## src/rtl/sc_pkg.sv

```systemverilog
package sc_pkg;

  localparam logic [5:0] OPC_RFMT = 6'h00;
  localparam logic [5:0] OPC_ORI  = 6'h0D;
  localparam logic [5:0] OPC_LOAD = 6'h23;
  localparam logic [5:0] OPC_STOR = 6'h2B;
  localparam logic [5:0] OPC_BREQ = 6'h04;
  localparam logic [5:0] FN_ADD   = 6'h21;
  localparam logic [5:0] FN_SUB   = 6'h23;

  typedef enum logic [1:0] {
    ALU_ADD = 2'd0,
    ALU_SUB = 2'd1,
    ALU_OR  = 2'd2
  } alu_op_e;

  typedef struct packed {
    logic    dst_rd;     // destination from rd field, else rt
    logic    b_imm;      // ALU operand B from extended immediate
    logic    ext_sign;   // sign-extend immediate, else zero-pad
    logic    wb_mem;     // write-back from data memory
    logic    mem_we;     // store
    logic    reg_we;     // register write
    logic    is_branch;  // equality branch
    alu_op_e alu_op;
  } ctrl_t;

endpackage

```

## src/rtl/sc_decode.sv

```systemverilog
module sc_decode
  import sc_pkg::*;
(
  input  logic [5:0] op,
  input  logic [5:0] funct,
  output ctrl_t      ctl
);

  always_comb begin
    ctl = '0;
    unique case (op)
      OPC_RFMT: begin
        if (funct == FN_ADD || funct == FN_SUB) begin
          ctl.dst_rd = 1'b1;
          ctl.reg_we = 1'b1;
          ctl.alu_op = (funct == FN_SUB) ? ALU_SUB : ALU_ADD;
        end
      end
      OPC_ORI: begin
        ctl.b_imm  = 1'b1;
        ctl.reg_we = 1'b1;
        ctl.alu_op = ALU_OR;
      end
      OPC_LOAD: begin
        ctl.b_imm    = 1'b1;
        ctl.ext_sign = 1'b1;
        ctl.wb_mem   = 1'b1;
        ctl.reg_we   = 1'b1;
        ctl.alu_op   = ALU_ADD;
      end
      OPC_STOR: begin
        ctl.b_imm    = 1'b1;
        ctl.ext_sign = 1'b1;
        ctl.mem_we   = 1'b1;
        ctl.alu_op   = ALU_ADD;
      end
      OPC_BREQ: begin
        ctl.ext_sign  = 1'b1;
        ctl.is_branch = 1'b1;
        ctl.alu_op    = ALU_SUB;
      end
      default: ctl = '0;
    endcase
  end

endmodule

```

## src/rtl/sc_regfile.sv

```systemverilog
module sc_regfile #(
  parameter int W    = 32,
  parameter int NREG = 32,
  localparam int AW  = $clog2(NREG)
) (
  input  logic          clk,
  input  logic [AW-1:0] ra,
  input  logic [AW-1:0] rb,
  input  logic [AW-1:0] rw,
  input  logic          we,
  input  logic [W-1:0]  wd,
  output logic [W-1:0]  qa,
  output logic [W-1:0]  qb
);

  logic [W-1:0] regs [NREG];

  for (genvar g = 0; g < NREG; g++) begin : g_reg
    if (g == 0) begin : g_zero
      assign regs[g] = '0;
    end else begin : g_store
      logic [W-1:0] q;
      logic         en;
      assign en = we && (rw == AW'(g));
      always_ff @(posedge clk) begin
        if (en) q <= wd;
      end
      assign regs[g] = q;
    end
  end

  assign qa = regs[ra];
  assign qb = regs[rb];

endmodule

```

## src/rtl/sc_alu.sv

```systemverilog
module sc_alu
  import sc_pkg::*;
#(
  parameter int W = 32
) (
  input  logic [W-1:0] a,
  input  logic [W-1:0] b,
  input  alu_op_e      op,
  output logic [W-1:0] y,
  output logic         zero
);

  always_comb begin
    unique case (op)
      ALU_ADD: y = a + b;
      ALU_SUB: y = a - b;
      ALU_OR:  y = a | b;
      default: y = '0;
    endcase
  end

  assign zero = (y == '0);

endmodule

```

## src/rtl/sc_nextpc.sv

```systemverilog
module sc_nextpc #(
  parameter int W = 32
) (
  input  logic [W-1:0] pc,
  input  logic [W-1:0] imm_ext,
  input  logic         take,
  output logic [W-1:0] pc_nxt
);

  logic [W-1:0] seq_pc;
  logic [W-1:0] tgt_pc;

  assign seq_pc = pc + W'(4);
  assign tgt_pc = seq_pc + {imm_ext[W-3:0], 2'b00};
  assign pc_nxt = take ? tgt_pc : seq_pc;

endmodule

```

## src/rtl/sc_core.sv

```systemverilog
module sc_core
  import sc_pkg::*;
#(
  parameter int W    = 32,
  parameter int NREG = 32
) (
  input  logic         clk,
  input  logic         rst_n,
  output logic [W-1:0] imem_addr,
  input  logic [W-1:0] imem_rdata,
  output logic [W-1:0] dmem_addr,
  output logic [W-1:0] dmem_wdata,
  output logic         dmem_we,
  input  logic [W-1:0] dmem_rdata
);

  localparam int AW = $clog2(NREG);
  localparam int IW = 16;

  logic [W-1:0]  pc_q;
  logic [W-1:0]  pc_nxt;
  ctrl_t         ctl;
  logic [5:0]    f_op;
  logic [5:0]    f_fn;
  logic [AW-1:0] f_rs;
  logic [AW-1:0] f_rt;
  logic [AW-1:0] f_rd;
  logic [IW-1:0] f_imm;
  logic          unused_shamt;
  logic [W-1:0]  imm_ext;
  logic [W-1:0]  rf_qa;
  logic [W-1:0]  rf_qb;
  logic [W-1:0]  alu_b;
  logic [W-1:0]  alu_y;
  logic          alu_zero;
  logic [AW-1:0] wr_idx;
  logic [W-1:0]  wr_data;
  logic          rf_we;
  logic          br_take;

  assign f_op  = imem_rdata[31:26];
  assign f_rs  = imem_rdata[21 +: AW];
  assign f_rt  = imem_rdata[16 +: AW];
  assign f_rd  = imem_rdata[11 +: AW];
  assign f_fn  = imem_rdata[5:0];
  assign f_imm = imem_rdata[IW-1:0];
  assign unused_shamt = ^imem_rdata[10:6];

  sc_decode u_dec (
    .op    (f_op),
    .funct (f_fn),
    .ctl   (ctl)
  );

  assign imm_ext = ctl.ext_sign ? {{(W-IW){f_imm[IW-1]}}, f_imm}
                                : {{(W-IW){1'b0}}, f_imm};

  assign wr_idx  = ctl.dst_rd ? f_rd : f_rt;
  assign wr_data = ctl.wb_mem ? dmem_rdata : alu_y;
  assign rf_we   = ctl.reg_we;

  sc_regfile #(.W(W), .NREG(NREG)) u_rf (
    .clk (clk),
    .ra  (f_rs),
    .rb  (f_rt),
    .rw  (wr_idx),
    .we  (rf_we),
    .wd  (wr_data),
    .qa  (rf_qa),
    .qb  (rf_qb)
  );

  assign alu_b = ctl.b_imm ? imm_ext : rf_qb;

  sc_alu #(.W(W)) u_alu (
    .a    (rf_qa),
    .b    (alu_b),
    .op   (ctl.alu_op),
    .y    (alu_y),
    .zero (alu_zero)
  );

  assign br_take = ctl.is_branch & alu_zero;

  sc_nextpc #(.W(W)) u_npc (
    .pc      (pc_q),
    .imm_ext (imm_ext),
    .take    (br_take),
    .pc_nxt  (pc_nxt)
  );

  always_ff @(posedge clk or negedge rst_n) begin
    if (!rst_n) pc_q <= '0;
    else        pc_q <= pc_nxt;
  end

  assign imem_addr  = pc_q;
  assign dmem_addr  = alu_y;
  assign dmem_wdata = rf_qb;
  assign dmem_we    = ctl.mem_we;

endmodule

```

## config.mk

```make
export PLATFORM = sky130hd
export DESIGN_NAME = sc_core
export DESIGN_NICKNAME = d
export VERILOG_FILES = /design/src/rtl/sc_pkg.sv /design/src/rtl/sc_decode.sv /design/src/rtl/sc_regfile.sv /design/src/rtl/sc_alu.sv /design/src/rtl/sc_nextpc.sv /design/src/rtl/sc_core.sv
export SDC_FILE = /design/constraint.sdc
export NUM_CORES = 2
export LEC_CHECK = 0
export BUFFER_PORTS_ARGS = -buffer_cell sky130_fd_sc_hd__buf_2
export CAP_MARGIN = 25
export CELL_PAD_IN_SITES_DETAIL_PLACEMENT = 1
export CELL_PAD_IN_SITES_GLOBAL_PLACEMENT = 1
export CORE_ASPECT_RATIO = 0.75
export CORE_MARGIN = 1
export CORE_UTILIZATION = 50
export CTS_CLUSTER_SIZE = 25
export DETAILED_ROUTE_END_ITERATION = 7
export GPL_ROUTABILITY_DRIVEN = 1
export HOLD_SLACK_MARGIN = 0.05
export PLACE_DENSITY_LB_ADDON = 0.15
export SYNTH_ARGS = -nofsm -noshare
export SYNTH_HDL_FRONTEND = slang
export SYNTH_SLANG_ARGS = --single-unit
```

## constraint.sdc

```tcl
create_clock -name clk -period 24.8 [get_ports clk]
set_clock_uncertainty 0.2 [all_clocks]
set_input_delay 3.72 -clock clk [delete_from_list [all_inputs] [get_ports clk]]
set_output_delay 3.72 -clock clk [all_outputs]
set_load 0.02 [all_outputs]
```

==> flow_summary.toml <==
[clock_network]
cts.clk_slew.worst_paths_ns = 0.06
clk-insertion-delay-late_ns = 0.74
clk_root_buffer_cell = "clkbuf_16"
cts_hold_buf = 0
cts_tree = "done"
clock_sinks = 1022
htreeDepth = 3
cts.repair.resized = 0
post-cts-setup-buffers = 0
clockBufferDepth = 3
cts_made_buffers = 102

[yosys]
synthArstFlopShare = 0.0294
synth_seq_cells = 1022
ys_seq_area_frac = 0.577
syn_inst = 3276
syn_area_sq_um = 52900
synth_top_area_share = 0.563
synth_edf_count = 992
syn_avg_cell_area_sq_um = 16.2
yosys-top-cells-area = "edfxtp_1 (56%), mux4_2 (18%), mux2i_1 (3.3%), mux2_2 (2.5%), ha_1 (1.5%)"
synth_ff_type = "edfxtp_1"
yosys_warnings = 0
ys_types = 94
yosysTopAreaCell = "edfxtp_1"

[worst_setup_path]
startpoint_type = "primary input"
crit_path_end = "dmem_addr[31]"
path_delay_family = "compound AO/OA/AOI/OAI gates"
crit_start = "imem_rdata[17]"
required_ns = 20.88
r2r-start = "u_rf.g_reg[15].g_store.q[11]"
crit_type = "primary input to output port"
r2r_cells = 24
ff2ff_setup_slack_ns = 15.12
crit_slowest_cell = "o41ai_1"
end_kind = "output port"
cp_cell_sequence = "buf_8 -> buf_4 -> and2_1 -> buf_4 -> a22oi_1 -> a31oi_1 -> o211ai_1 -> o31ai_1 -> nand3_2 -> nor3_1 -> nand3_1 -> o41ai_1 -> o21ai_0 -> xor2_1 -> ha_1 -> and3_1 -> a21boi_0 -> o31ai_1 -> a31o_2 -> o21a_1 -> nor2_1 -> a2111o_1 -> or2_2 -> buf_2"
path_buf_inv = 4
slowest_delay_ns = 0.75
worstReg2RegEnd = "imem_addr[13]"
arrival_ns = 12.61
path_max_fanout = 59
crit_cells = 24

[global_routing]
grt_overflow = 0
grt_pass1_vias = 36500
grt_first_pass_wirelength_microns = 276000
grt_max_degree = 109
antenna_found_initial = 4
grt.total_usage = 0.367

[finish]
drive_above_1_share = 0.296
finalInstanceArea_sq_um = 59000
area_growth_pct = 11.5
nNetsFinal = 3556
fill_cells = 9443

[drt]
drtIter0Drc = 5300
dr.pass1.iters = 5
vias = 35900
drc = 0
routed_via_density = 7.29
ant_nets = 0
routedWlPerCell_microns = 39.9
wl_microns = 197000

[place]
portBuffers = 160
dp_hpwl_microns = 121000
place_area_sq_um = 55500
gp_congestion = 0.933

[timing]
timing.hold.ws_ns = 0.430
hold_viol = 0
max_slew_margin = 0.199
grt_setup_unrepaired = "no"
fmax_mhz = 60.5
drv_slew = 0
layout_min_cycle_time_ns = 16.53
fin_crit_sh = 0.666
setup_tns_ns = 0
worstMarginPinSlew_ns = 1.20
setup_violations = 0

[run]
cap_viol_max_count = 0

[floorplan]
ios = 163
die_x_microns = 378
std_cell_rows = 102
dieArea_sq_um = 107000
start_util = 0.509
core_sq_um = 104000
fp.dieH_microns = 284

[min_path]
hold_depth = 2
hold_class = "flop to flop"

[power]
p_leak_uw = 0.0200
vdd_drop_max_v = 0.0000710
powerDensity_nw_per_um2 = 80.3

[outcome]
status = "finished, final reports clean"
==> Yosys cell counts, drive strengths merged, types with 30 or more instances <==
| cell | instances |
|---|---|
| clkbuf | 87 |
| edfxtp | 992 |
| o21ai | 72 |
| nor3 | 31 |
| nor2 | 153 |
| a22o | 32 |
| mux2 | 135 |
| a31oi | 32 |
| a21o | 34 |
| buf | 129 |
| a21oi | 99 |
| nand2 | 102 |
| dfrtp | 30 |
| ha | 63 |
| mux2i | 174 |
| xnor2 | 54 |
| inv | 52 |
| a22oi | 103 |
| xor2 | 46 |
| mux4 | 416 |
| nand3 | 59 |
==> flip-flops by register name, summed over array words and instances, names as in the netlist <==
signal            flops
u_rf.g.g_store.q    992
imem_addr            30
==> worst min-delay path, cell delays in order, from the launching register on <==
cell and delay [ns]:
dfrtp_1 0.36, xor2_1 0.10, xnor2_1 0.13
==> stage by stage <==
step	cells	setup WS [ns]	utilization	total power, uW
after global routing	4918	7.97	0.567	4840
after detailed placement	4721	8.22	0.533	3130
final	4922	8.27	0.567	4740
after floorplan	3277	11.32	-	2760
after global placement	4719	8.43	0.533	3080
after CTS	4914	8.16	0.567	4730
==> cell type report <==
| class | count | area [sq um] | area share |
|---|---|---|---|
| Antenna cell | 4 | 10.0 | 0.000170 |
| Clock buffer | 120 | 2660 | 0.0451 |
| Clock inverter | 73 | 773 | 0.0131 |
| Inverter | 54 | 204 | 0.00346 |
| Multi-Input combinational cell | 1985 | 21400 | 0.362 |
| Sequential cell | 1022 | 30500 | 0.518 |
| Tap cell | 1404 | 1760 | 0.0298 |
| Timing Repair Buffer | 260 | 1680 | 0.0284 |
==> metal layers <==
metal / vias up / routed length [microns] / GRT usage
met5: - / 0 / 0
met4: 0 / 11600 / 0.186
met3: 528 / 20900 / 0.0819
met2: 2510 / 88200 / 0.546
met1: 18900 / 75800 / 0.510
li1: 13900 / - / -
==> how the worst min path moves through the flow <==
stage,from,end,slack [ns]
floorplan,imem_addr[31],imem_addr[31],0.51
global placement,imem_addr[31],imem_addr[31],0.38
detailed placement,imem_addr[31],imem_addr[31],0.41
CTS,imem_addr[31],imem_addr[31],0.42
global route,imem_addr[31],imem_addr[31],0.48
finish,imem_addr[31],imem_addr[31],0.43
==> layout by cell type (no fill, tap or decap), drive strengths merged, types with 63 or more instances in the layout <==
master and count:
a21oi 99, a22oi 103, buf 259, clkbuf 121, edfxtp 992, ha 63, mux2 135, mux2i 174
mux4 416, nand2 102, nor2 153, o21ai 72
==> power by group <==
part	switching, uW	internal, uW	leakage, uW
clock network	714	909	0.00166
logic	685	251	0.00903
registers	1.01	2180	0.00930
==> kinds of logic (layout without fill, tap and decap cells) <==
| logic type | after synthesis | in the layout | synth area share |
|---|---|---|---|
| flip-flops | 1022 | 1022 | 0.577 |
| multiplexers | 725 | 725 | 0.239 |
| AO/OA/AOI/OAI | 574 | 574 | 0.0768 |
| AND/OR/NAND/NOR | 519 | 519 | 0.0492 |
| buffers and inverters | 270 | 507 | 0.0252 |
| XOR/XNOR | 100 | 100 | 0.0165 |
| adder cells (fa/ha/maj) | 65 | 65 | 0.0157 |
| other | 1 | 6 | 0.0000709 |
(Power assumes the default switching activity.)
